===== config.mk =====
export PLATFORM = sky130hd
export DESIGN_NAME = uart_frame_tx
export DESIGN_NICKNAME = d
export VERILOG_FILES = /design/src/rtl/uftx_pkg.sv /design/src/rtl/uftx_store.sv /design/src/rtl/uftx_shift.sv /design/src/rtl/uart_frame_tx.sv
export SDC_FILE = /design/constraint.sdc
export NUM_CORES = 1
export LEC_CHECK = 0
export BUFFER_PORTS_ARGS = -buffer_cell sky130_fd_sc_hd__buf_2
export CAP_MARGIN = 15
export CORE_ASPECT_RATIO = 2
export CORE_UTILIZATION = 65
export CTS_BUF_LIST = sky130_fd_sc_hd__clkbuf_2
export DETAILED_ROUTE_END_ITERATION = 6
export PLACE_DENSITY = 0.81
export SYNTH_ARGS = -nofsm -noshare
export SYNTH_HDL_FRONTEND = slang
export SYNTH_SLANG_ARGS = --single-unit

===== constraint.sdc =====
create_clock -name clk -period 5.7 [get_ports clk]
set_input_delay 0.285 -clock clk [delete_from_list [all_inputs] [get_ports clk]]
set_output_delay 0.285 -clock clk [all_outputs]
set_load 0.01 [all_outputs]

===== src/rtl/uftx_pkg.sv =====
package uftx_pkg;

    localparam int FRAME_W = 12;
    localparam int LEN_W   = 4;

    typedef struct packed {
        logic [1:0] wlen;
        logic       par_en;
        logic       even_sel;
        logic       stick;
        logic       two_stop;
    } fmt_t;

    typedef struct packed {
        logic [FRAME_W-1:0] bits;
        logic [LEN_W-1:0]   len;
    } frame_t;

    // Lay out one frame, bit 0 first on the line.
    function automatic frame_t make_frame(input logic [7:0] data, input fmt_t f);
        frame_t r;
        int     nd;
        logic   p;
        nd     = 5 + int'(f.wlen);
        r.bits = '1;
        r.bits[0] = 1'b0;
        p = 1'b0;
        for (int i = 0; i < 8; i++) begin
            if (i < nd) begin
                r.bits[i+1] = data[i];
                p = p ^ data[i];
            end
        end
        if (f.par_en) begin
            r.bits[nd+1] = f.stick ? ~f.even_sel : (f.even_sel ? p : ~p);
        end
        r.len = LEN_W'(2 + nd + int'(f.par_en) + int'(f.two_stop));
        return r;
    endfunction

endpackage


===== src/rtl/uftx_store.sv =====
module uftx_store #(
    parameter int DEPTH = 16
) (
    input  logic       clk,
    input  logic       rst_n,
    input  logic       fifo_mode,
    input  logic       push,
    input  logic [7:0] push_data,
    input  logic       pop,
    output logic [7:0] head,
    output logic       empty,
    output logic       full
);
    localparam int AW = $clog2(DEPTH);

    typedef struct packed {
        logic [DEPTH-1:0][7:0] mem;
        logic [AW-1:0]         rd;
        logic [AW-1:0]         wr;
        logic [AW:0]           cnt;
    } st_t;

    st_t  st_d, st_q;
    logic do_push, do_pop;

    assign empty = (st_q.cnt == '0);
    assign full  = fifo_mode ? (st_q.cnt == (AW+1)'(DEPTH)) : !empty;
    assign head  = st_q.mem[st_q.rd];

    always_comb begin
        st_d    = st_q;
        do_push = push && !full;
        do_pop  = pop && !empty;
        if (do_push) begin
            st_d.mem[st_q.wr] = push_data;
            st_d.wr = st_q.wr + 1'b1;
        end
        if (do_pop) begin
            st_d.rd = st_q.rd + 1'b1;
        end
        case ({do_push, do_pop})
            2'b10:   st_d.cnt = st_q.cnt + 1'b1;
            2'b01:   st_d.cnt = st_q.cnt - 1'b1;
            default: st_d.cnt = st_q.cnt;
        endcase
    end

    always_ff @(posedge clk or negedge rst_n) begin
        if (!rst_n) st_q <= '0;
        else        st_q <= st_d;
    end
endmodule


===== src/rtl/uftx_shift.sv =====
module uftx_shift
    import uftx_pkg::*;
(
    input  logic   clk,
    input  logic   rst_n,
    input  logic   baud_tick,
    input  logic   load,
    input  frame_t frame,
    output logic   active,
    output logic   line
);
    typedef struct packed {
        logic               act;
        logic [FRAME_W-1:0] sh;
        logic [LEN_W-1:0]   left;
        logic [3:0]         tcnt;
    } st_t;

    st_t st_d, st_q;

    assign active = st_q.act;
    assign line   = st_q.sh[0];

    always_comb begin
        st_d = st_q;
        if (!st_q.act) begin
            if (load) begin
                st_d.act  = 1'b1;
                st_d.sh   = frame.bits;
                st_d.left = frame.len;
                st_d.tcnt = '0;
            end
        end else if (baud_tick) begin
            st_d.tcnt = st_q.tcnt + 1'b1;
            if (st_q.tcnt == 4'hf) begin
                st_d.sh   = {1'b1, st_q.sh[FRAME_W-1:1]};
                st_d.left = st_q.left - 1'b1;
                if (st_q.left == LEN_W'(1)) st_d.act = 1'b0;
            end
        end
    end

    always_ff @(posedge clk or negedge rst_n) begin
        if (!rst_n) st_q <= '{act: 1'b0, sh: '1, left: '0, tcnt: '0};
        else        st_q <= st_d;
    end
endmodule


===== src/rtl/uart_frame_tx.sv =====
module uart_frame_tx
    import uftx_pkg::*;
#(
    parameter int DEPTH = 16
) (
    input  logic       clk,
    input  logic       rst_n,
    input  logic       baud_tick,
    input  logic       global_en,
    input  logic       tx_en,
    input  logic       fifo_mode,
    input  logic [1:0] wlen,
    input  logic       par_en,
    input  logic       even_sel,
    input  logic       stick_par,
    input  logic       two_stop,
    input  logic       brk,
    input  logic       wr_valid,
    input  logic [7:0] wr_data,
    output logic       txd,
    output logic       busy,
    output logic       tx_empty,
    output logic       tx_full
);
    logic [7:0] head;
    logic       st_empty;
    logic       sh_act;
    logic       sh_line;
    logic       load;
    fmt_t       fmt;
    frame_t     frame;

    always_comb begin
        fmt   = '{wlen: wlen, par_en: par_en, even_sel: even_sel,
                  stick: stick_par, two_stop: two_stop};
        frame = make_frame(head, fmt);
        load  = !sh_act && !st_empty && global_en && tx_en && !brk;
    end

    uftx_store #(.DEPTH(DEPTH)) store_i (
        .clk       (clk),
        .rst_n     (rst_n),
        .fifo_mode (fifo_mode),
        .push      (wr_valid),
        .push_data (wr_data),
        .pop       (load),
        .head      (head),
        .empty     (st_empty),
        .full      (tx_full)
    );

    uftx_shift shift_i (
        .clk       (clk),
        .rst_n     (rst_n),
        .baud_tick (baud_tick),
        .load      (load),
        .frame     (frame),
        .active    (sh_act),
        .line      (sh_line)
    );

    assign txd      = sh_act ? sh_line : !brk;
    assign busy     = sh_act || !st_empty;
    assign tx_empty = st_empty;
endmodule


==> Word level (Yosys, flattened, before mapping) <==
Cells that the tools add are included.
{ "totals": {"elab_cells": 116, "inputBits": 22, "reg_bits": 162, "n_memories": 0, "mem_bits_ro": 0, "mem_bits_rw": 0, "latch_bits": 0} }
{ "op_classes": {"eq_ne": 7, "bitwise": 9, "reduce_logical": 18, "mul": 0, "n_shift": 0, "muxes": 35, "n_div": 0, "magnitude_cmp": 13, "addsub": 11} }
{ "op_table": {"columns": ["operator", "n"], "rows": [
  ["$bwmux W128", 1],
  ["$mux W21", 3],
  ["$bmux W8 S4", 1],
  ["$demux W8 S4", 1],
  ["$mux W1", 22],
  ["$mux W17", 1],
  ["$lt A3 B4 Y1 const A", 4],
  ["$mux W8", 2],
  ["$add A4 B1 Y4 const B", 3],
  ["$bwmux W12", 1],
  ["$mux W12", 1],
  ["$lt A4 B5 Y1 const B", 2],
  ["$pmux W5 S2", 1],
  ["$add A4 B1 Y4", 2],
  ["$logic_and A1 B1 Y1", 8],
  ["$lt A1 B4 Y1 const A", 2],
  ["$lt A2 B4 Y1 const A", 2],
  ["$xor A1 B1 Y1", 7],
  ["$add A4 B1 Y5 const B", 1],
  ["$add A5 B1 Y5 const B", 1],
  ["$eq A5 B5 Y1 const B", 1],
  ["$ge A5 B1 Y1 const B", 1],
  ["$logic_not A5 Y1", 1],
  ["$lt A5 B5 Y1 const B", 1],
  ["17 further kinds", 23]
]} }

==> Longest topological paths before layout <==
Gate-level depths: netlist of the first run.
{ "logic_depth": {"word_depth": 24, "depth_mapped": 16} }

==> Modules after synthesis <==
A second synthesis of the first run with hierarchy kept.
{ "hier_totals": {"cells_unflattened": 600, "area_unflattened_um2": 8211.6} }
{ "by_module_without_submodules": {"columns": ["module", "area_each_um2", "instances", "seq_area_each_um2", "cells_per_inst"], "rows": [
  ["uftx_store", 6637.6, 1, 3528.4, 442],
  ["uftx_shift", 1083.5, 1, 540.5, 93],
  ["uart_frame_tx", 490.5, 1, 0.0, 65]
]} }

==> Worst setup path after synthesis of the first run <==
Ideal clock, no wire load.
{ "synth_timing": {"path_type": "reg2reg", "from": "register store_i.st_q[0] (netlist name)", "to": "register store_i.st_q[4] (netlist name)", "setup_time_ns": 0.125, "synth_period_minus_slack_ns": 3.250, "slack_ns": 2.450, "stages_incl_launch_ff": 17, "required_ns": 5.575, "arrival_ns": 3.125, "n_path_buf": 2, "path_cell_list": "dfrtp_1 -> or4_1 -> nor2_1 -> a21oi_1 -> nor2b_1 -> clkbuf_1 -> buf_1 -> inv_1 -> ha_1 -> inv_1 -> fa_1 -> inv_1 -> a21o_1 -> a21oi_1 -> xnor2_1 -> nor2_1 -> xor2_1"} }
{ "synth_lines": {"columns": ["element", "line", "text"], "rows": [
  ["from (decl)", "uftx_store.sv:23", "st_t st_d, st_q;"],
  ["from (signal assigned)", "uftx_store.sv:50", "else st_q <= st_d;"],
  ["$logic_not A5 Y1 *", "uftx_store.sv:26", "assign empty = (st_q.cnt == '0);"],
  ["named net tx_empty", "uart_frame_tx.sv:22", "output logic tx_empty,"],
  ["$logic_not A1 Y1 *", "uftx_store.sv:27", "assign full = fifo_mode ? (st_q.cnt == (AW+1)'(DEPTH)) : !empty;"],
  ["$mux W1 *", "uftx_store.sv:27", null],
  ["named net tx_full", "uart_frame_tx.sv:23", "output logic tx_full"],
  ["$logic_not A1 Y1 *", "uftx_store.sv:32", "do_push = push && !full;"],
  ["$logic_and A1 B1 Y1 *", "uftx_store.sv:32", null],
  ["$eq A2 B1 Y1 or $eq A2 B2 Y1 (tied branches)", "uftx_store.sv:41", "case ({do_push, do_pop})"],
  ["$pmux W5 S2 or $reduce_bool A2 Y1 (tied branches)", null, null]
]} }
The timed path passes the listed nets; every way through them passes the cells marked *.
A chain may end at the register's enable or synchronous reset.

==> Final worst setup path of the first run <==
{ "layout_timing": {"from": "register store_i.st_q[9] (netlist name)", "to": "register shift_i.st_q[12] (netlist name)"} }
{ "layout_via": {"elab_chain_cells": 24} }
{ "layout_lines": {"columns": ["element", "line", "text"], "rows": [
  ["$bmux W8 S4 *", "uftx_store.sv:28", "assign head = st_q.mem[st_q.rd];"],
  ["$mux W8 (not written as such) *", "uftx_store.sv:28", null],
  ["$mux W1", "uftx_pkg.sv:29", "if (i < nd) begin"],
  ["$xor A1 B1 Y1", "uftx_pkg.sv:31", "p = p ^ data[i];"],
  ["$mux W1", "uftx_pkg.sv:29", null],
  ["$xor A1 B1 Y1", "uftx_pkg.sv:31", null],
  ["$mux W1", "uftx_pkg.sv:29", null],
  ["$xor A1 B1 Y1", "uftx_pkg.sv:31", null],
  ["(+7 left out)", null, null],
  ["$xor A1 B1 Y1", "uftx_pkg.sv:31", null],
  ["$mux W1", "uftx_pkg.sv:29", null],
  ["$not A1 Y1", "uftx_pkg.sv:35", "r.bits[nd+1] = f.stick ? ~f.even_sel : (f.even_sel ? p : ~p);"],
  ["$mux W1 (2 in a row)", "uftx_pkg.sv:35", null],
  ["$bwmux W12", "uftx_pkg.sv:35", null],
  ["$mux W12 *", "uftx_pkg.sv:34", "if (f.par_en) begin"],
  ["$mux W21 *", "uftx_shift.sv:27", "if (load) begin"],
  ["$mux W21 *", "uftx_shift.sv:26", "if (!st_q.act) begin"],
  ["to (signal assigned)", "uftx_shift.sv:44", "if (!rst_n) st_q <= '{act: 1'b0, sh: '1, left: '0, tcnt: '0};"],
  ["to (signal assigned)", "uftx_shift.sv:45", "else st_q <= st_d;"],
  ["to (decl)", "uftx_shift.sv:19", "st_t st_d, st_q;"]
]} }
Every way passes the cells marked *; elsewhere a longest branch is shown, timed or not. The select of a mux whose other input is x is not followed.

==> results.sh, run 1 <==
export IMPL_yosysTopAreaCell="dfrtp_1"
export IMPL_fin_util=0.710
export IMPL_ant_nets=0
export IMPL_synthCells=599
export IMPL_synth_edf_count=0
export IMPL_setup_tns_ns=0
export IMPL_fp_dieH_um=160
export IMPL_rsz0062_at_grt="false"
export IMPL_p_seq_frac=0.441
export IMPL_ys_types=55
export IMPL_cts_root_buffer="clkbuf_2"
export IMPL_slowest_stage="dfrtp_2"
export IMPL_critical_path_required_ns=6.32
export IMPL_cts_max_level=4
export IMPL_cts_buffers_inserted=17
export IMPL_peakVddDrop_mv=0.348
export IMPL_drt_wl_total_um=18300
export IMPL_worst_pin_slew_ns=0.956
export IMPL_chipWidth_um=81.1
export IMPL_combPwrFrac=0.413
export IMPL_finalSetupViolations=0
export IMPL_yosys_top_cells_area="dfrtp_1 (46%), mux2_2 (18%), mux4_2 (4.7%)"
export IMPL_synth_top_area_frac=0.461
export IMPL_p_leak_nw=4.01
export IMPL_ys_async_sr_fraction=1.00
export IMPL_hpwl_um=13000
export IMPL_syn_nets=646
export IMPL_max_stage_delay_ns=0.93
export IMPL_hold_ws_ns=0.0473
export IMPL_p_sw_mw=1.72
export IMPL_rows=57
export IMPL_areaGrowthSynthToFinish_pct=6.29
export IMPL_cap_viol_max_count=0
export IMPL_path_class="reg -> reg"
export IMPL_yosysWarnings=0
export IMPL_portBuffers=25
export IMPL_synth_common_cells="dfrtp_1 (150), mux2_2 (130), nand2_1 (28), ha_1 (23)"
export IMPL_drtIter0Drc=348
export IMPL_relSlewSlack=0.360
export IMPL_synth_area_um2=8140
export IMPL_ys_flop_type="dfrtp_1"
export IMPL_critical_path_arrival_ns=4.40
export IMPL_vias_per_cell=6.55
export IMPL_cts_tree="yes"
export IMPL_routedWlPerCell_um=23.3
export IMPL_ios=26
export IMPL_crit_path_end_kind="register"
export IMPL_clkTransAtPathRegs_ns=0.24
export IMPL_synth_most_common_cell="dfrtp_1"
export IMPL_crit_fanout=26
export IMPL_grt_max_degree=94
export IMPL_pwr_share_clk=0.146
export IMPL_antenna_found_initial=1
export IMPL_firstDrtPassIters=5
export IMPL_finClkSkew_ns=0.0411
export IMPL_power_density_nw_per_um2=542
export IMPL_grt_pass1_vias=5510
export IMPL_period_share=0.663
export IMPL_start_util=0.668
export IMPL_path_cells="buf_4 > mux4_2 > mux2i_1 > mux2_2 > nand3_1 > a211oi_1 > nor3_1 > mux2_4 > xor2_4 > o31ai_2"
export IMPL_n_fill_cell=866
export IMPL_outcome="finished clean"
export IMPL_num_vias=5139
export IMPL_hold_viol=0
export IMPL_p_total_mw=4.69
export IMPL_hold_class="in -> reg"
export IMPL_grt_overflow=0
export IMPL_yosysSeqAreaShare=0.500
export IMPL_place_congestion=0.907
export IMPL_clock_sinks=162
export IMPL_die_area_um2=13000
export IMPL_nets=670
export IMPL_synth_area_per_cell_um2=13.6
export IMPL_internal_power_mw=2.98
export IMPL_fmax_mhz=264
export IMPL_finalCriticalPeriod_ns=3.78
export IMPL_switching_share=0.366
export IMPL_core_area_um2=12200
export IMPL_cts_resized=0
export IMPL_start_kind="register"
export IMPL_grt_usage=0.309
export IMPL_synth_seq_cells=162
export IMPL_layout_drive_gt1_share=0.365
export IMPL_drc=0
export IMPL_slew_violations=0
export IMPL_clk_latency_ns=0.72
export IMPL_grt_pass1_wl_um=28700
export IMPL_clockBufferDepth=2
==> area by class of cell <==
class                      instances  area, um2  area share
clock buffer                      17       85.1     0.00983
antenna                            1       2.50    0.000289
multi-input combinational        385       3800       0.439
sequential                       162       4070       0.470
timing repair buffer              39        254      0.0294
clock inverter                    15        191      0.0221
inverter                          18       67.6     0.00781
tap                              147        184      0.0213
==> registers in the layout, summed over array words and instances (netlist names) <==
signal and count:
store_i.st_q 141, shift_i.line 1, shift_i.st_q 19, shift_i.active 1
==> power by group through the flow <==
| stage | registers [mW] | logic [mW] | clock network (mW) |
|---|---|---|---|
| after detailed placement | 2.09 | 1.92 | 0 |
| final | 2.07 | 1.94 | 0.683 |
| after CTS | 2.06 | 1.93 | 0.700 |
| after global placement | 2.05 | 1.83 | 0 |
| after global routing | 2.12 | 2.08 | 0.741 |
| after floorplan | 1.88 | 1.64 | 0 |
==> metrics by stage <==
| stage | cells | cell area [um2] | setup WS, ns |
|---|---|---|---|
| 5_1_grt | 784 | 8650 | 1.68 |
| 3_5_place_dp | 744 | 8300 | 2.01 |
| 6_report | 784 | 8650 | 1.92 |
| 3_3_place_gp | 744 | 8300 | 2.15 |
| 4_1_cts | 783 | 8650 | 1.95 |
| 2_1_floorplan | 599 | 8140 | 2.45 |
==> path summary, 6_finish.rpt <==
check                      slack, ns             from                to  cells past startpoint
min in group asynchronous       0.13            rst_n  store_i.st_q[82]                      2
hold reg to reg                 0.48  shift_i.st_q[9]      shift_i.line                      2
setup reg to reg                1.92  store_i.st_q[9]  shift_i.st_q[12]                     10
hold / removal                  0.05       wr_data[3]  store_i.st_q[88]                      2
setup / recovery                1.92  store_i.st_q[9]  shift_i.st_q[12]                     10
max in group asynchronous       4.02            rst_n   store_i.st_q[9]                      3
==> cells by family (layout without fill, tap and decap cells) <==
| family | Yosys count | after routing | share of synthesized area |
|---|---|---|---|
| muxes | 179 | 179 | 0.285 |
| DFF | 162 | 162 | 0.500 |
| other | 0 | 1 | 0 |
| and+or+nand+nor | 93 | 93 | 0.0558 |
| buffers and inverters | 52 | 89 | 0.0337 |
| adders and majority gates | 25 | 25 | 0.0403 |
| xor gates and xnor gates | 18 | 18 | 0.0226 |
| AOI/OAI and AO/OA | 70 | 70 | 0.0632 |
==> what timing repair did <==
action                    in CTS  in global routing
buffers inserted               0                  0
hold buffers                   7                  0
hold endpoints to repair     107                  0
==> per-layer routing <==
metal,up-vias,GRT usage,share of wire
li1,2266,-,-
met1,2610,0.327,0.35
met2,191,0.537,0.54
met3,72,0.0503,0.037
met4,0,0.220,0.077
met5,-,0,0
==> cells in the final DEF (no fill, tap or decap), types with 8 or more instances in the layout <==
master	count
clkbuf_2	17
nand3_1	22
mux2i_1	22
dfstp_2	12
mux4_1	9
inv_1	18
a22oi_1	8
mux4_2	17
o21ai_0	14
xnor2_1	11
nand4_1	8
buf_2	24
dfrtp_1	149
mux2_2	130
a21oi_1	12
nor2_1	13
ha_1	23
nand2_1	28
==> critical path: cells and delay by family (launching register included) <==
kind            cells  cell delay (ns)
compound gates      2             0.65
buf+inv             1             0.34
flops               1             0.93
simple gates        2             0.18
xor+xnor            1             0.19
mux                 4             1.38
(Power assumes the default switching activity.)
==> inputs of run 2 (changes only) <==
ABC_AREA = 1   (was unset)
CORE_UTILIZATION = 58   (was 65)
PLACE_DENSITY = 0.76   (was 0.81)
clock period = 3.1 ns   (was 5.7 ns; I/O delays follow)
==> run 2 against run 1 <==
Net effect:
- the run now ends with DRC left
- critical path depth rose by 4
- utilization down 3.7 points
- fmax increased by 32%
- non-clock buffer count rose by 42
- worst setup slack got worse by 1.7 ns
- design area is 7.3% higher
- final cell count increased by 63%
- clock power rose by 60%
- routed wire length is 20% higher
- sequential power increased by 76%
- via count is 40% higher
- combinational power rose by 110%
==> results.sh, run 2 <==
export IMPL_p_leak_nw=4.51
export IMPL_setup_tns_ns=0
export IMPL_ys_flop_type="dfrtp_1"
export IMPL_cts_buffers_inserted=17
export IMPL_rsz0062_at_grt="false"
export IMPL_path_class="reg -> reg"
export IMPL_relSlewSlack=0.539
export IMPL_r2r_cells=14
export IMPL_final_common_cell="nand2_1"
export IMPL_slowest_stage="dlygate4sd3_1"
export IMPL_yosys_top_cells_area="dfrtp_1 (46%), nand2_1 (15%), o21ai_0 (8.9%)"
export IMPL_yosysSeqAreaShare=0.497
export IMPL_core_area_um2=13800
export IMPL_cts_root_buffer="clkbuf_2"
export IMPL_drc=1
export IMPL_chipWidth_um=86.0
export IMPL_drtIter0Drc=623
export IMPL_peakVddDrop_mv=0.425
export IMPL_final_cell_mix="nand2_1 (321), dfrtp_1 (148), o21ai_0 (144), nand3_1 (87), inv_1 (79)"
export IMPL_finClkSkew_ns=0.0519
export IMPL_cap_viol_max_count=0
export IMPL_path_depth=14
export IMPL_hold_class="in -> reg"
export IMPL_ios=26
export IMPL_start_kind="register"
export IMPL_routedWlPerCell_um=17.1
export IMPL_grt_max_degree=73
export IMPL_clockBufferDepth=2
export IMPL_portBuffers=25
export IMPL_synth_top_area_frac=0.458
export IMPL_start_util=0.593
export IMPL_num_vias=7184
export IMPL_grt_overflow=0
export IMPL_finalCriticalPeriod_ns=2.86
export IMPL_power_density_nw_per_um2=943
export IMPL_startpoint="shift_i.active"
export IMPL_ys_async_sr_fraction=1.00
export IMPL_violations="DRC"
export IMPL_yosysWarnings=0
export IMPL_clock_sinks=162
export IMPL_drt_wl_total_um=21900
export IMPL_crit_fanout=4
export IMPL_grt_pass1_vias=6955
export IMPL_grt_usage=0.303
export IMPL_critical_path_required_ns=3.82
export IMPL_antenna_found_initial=1
export IMPL_crit_end="store_i.st_q[4]"
export IMPL_timing_rr_end="store_i.st_q[4]"
export IMPL_fmax_mhz=349
export IMPL_rr_startpoint="shift_i.active"
export IMPL_largest_reg_flops=141
export IMPL_largest_register="store_i.st_q"
export IMPL_yosysTopAreaCell="dfrtp_1"
export IMPL_max_stage_delay_ns=0.56
export IMPL_hold_viol=0
export IMPL_syn_nets=1077
export IMPL_reg2reg_slack_ns=0.24
export IMPL_outcome="finished with violations"
export IMPL_place_congestion=0.846
export IMPL_finalSetupViolations=0
export IMPL_synthCells=1030
export IMPL_synth_seq_cells=162
export IMPL_critPathBufInv=3
export IMPL_hpwl_um=13400
export IMPL_layout_drive_gt1_share=0.134
export IMPL_areaGrowthSynthToFinish_pct=13.4
export IMPL_die_area_um2=14600
export IMPL_cts_max_level=4
export IMPL_crit_family="simple AND/OR/NAND/NOR gates"
export IMPL_crit_path_end_kind="register"
export IMPL_worst_pin_slew_ns=0.689
export IMPL_synth_area_per_cell_um2=7.95
export IMPL_synth_area_um2=8190
export IMPL_nets=1124
export IMPL_clkTransAtPathRegs_ns=0.24
export IMPL_fp_dieH_um=170
export IMPL_rows=61
export IMPL_reg_largest_list="store_i.st_q: 141 flops, shift_i.st_q: 19 flops"
export IMPL_cts_tree="yes"
export IMPL_ant_nets=0
export IMPL_synth_most_common_cell="nand2_1"
export IMPL_grt_pass1_wl_um=33700
export IMPL_dp_cells=1209
export IMPL_vias_per_cell=5.61
export IMPL_path_cells="or2_2 > nor2_1 > dlygate4sd3_1 > nand2_1 > inv_1 > ha_1 > inv_1 > fa_1 > nor2_1 > a211oi_1 > nand2_1 > nand2_1 > nor2_1 > xor2_1"
export IMPL_slew_violations=0
export IMPL_clk_latency_ns=0.79
export IMPL_firstDrtPassIters=7
export IMPL_critical_path_arrival_ns=3.59
export IMPL_ys_types=36
export IMPL_synth_edf_count=0
export IMPL_final_cells=1280
export IMPL_synth_common_cells="nand2_1 (328), dfrtp_1 (150), o21ai_0 (145), nand3_1 (101), inv_1 (79)"
export IMPL_setup_slack_ns=0.236
export IMPL_period_share=0.924
export IMPL_dp_slack_ns=0.428
run 2: metal layers:
layer | wire (um) | track usage | vias up
met5 | 0 | 0 | -
met4 | 1200 | 0.167 | 0
met3 | 976 | 0.0470 | 82
met2 | 11700 | 0.554 | 247
met1 | 8010 | 0.326 | 3420
li1 | - | - | 3435
run 2: logic make-up (layout without fill, tap and decap cells):
family | count (synthesis) | after routing | share of synthesized area
AOI/OAI and AO/OA | 192 | 192 | 0.123
xor gates and xnor gates | 12 | 12 | 0.0128
adders and majority gates | 25 | 25 | 0.0400
buffers and inverters | 139 | 199 | 0.0724
DFF | 162 | 162 | 0.497
other | 0 | 1 | 0
and+or+nand+nor | 500 | 500 | 0.255
run 2: final cells by class:
type | instances | area (um2)
repair inverters | 1 | 8.76
flip-flops and latches | 162 | 4070
diodes | 1 | 2.50
multi-input cells | 729 | 3640
inverters | 85 | 338
fillers | 1137 | 4530
clock inverters | 15 | 133
well taps | 189 | 236
clock buffers | 17 | 85.1
repair buffers | 81 | 763
run 2: what timing repair did:
item,CTS,global route
hold buffers,28,0
setup buffers,0,6
endpoints found under the setup margin,0,4
endpoints found under the hold margin,302,0
resized for setup,0,40
run 2: power breakdown:
| part | switching, mW | internal [mW] | total, mW |
|---|---|---|---|
| logic | 2.44 | 1.57 | 4.01 |
| registers | 0.589 | 3.06 | 3.65 |
| clock network | 0.793 | 0.293 | 1.09 |
run 2: stage by stage:
stage | hold WS [ns] | utilization | total power, mW | area (um2)
finish | 0.0672 | 0.672 | 8.75 | 9290
global route | 0.111 | 0.672 | 9.48 | 9290
CTS | 0.0446 | 0.649 | 8.28 | 8970
detailed placement | 0.213 | 0.612 | 7.15 | 8460
global placement | 0.217 | 0.612 | 7.03 | 8460
floorplan | -0.141 | - | 6.25 | 8190
run 2: how the worst min path moves through the flow:
stage / from / to / cells after the start
after CTS: fifo_mode / store_i.st_q[7] / 6
after floorplan: rst_n / shift_i.active / 0
after global routing: fifo_mode / store_i.st_q[7] / 6
after global placement: rst_n / store_i.st_q[0] / 1
final: fifo_mode / store_i.st_q[7] / 6
after detailed placement: rst_n / store_i.st_q[0] / 1
run 2: worst register-to-register path: cells and delay by family (launching register included):
kind | cells | cell delay, ns
AO/OA/AOI/OAI | 1 | 0.06
XOR/XNOR | 1 | 0.15
adder cells (fa/ha/maj) | 2 | 0.60
buffers and inverters | 3 | 0.74
flip-flops | 1 | 0.46
AND/OR/NAND/NOR | 7 | 0.80
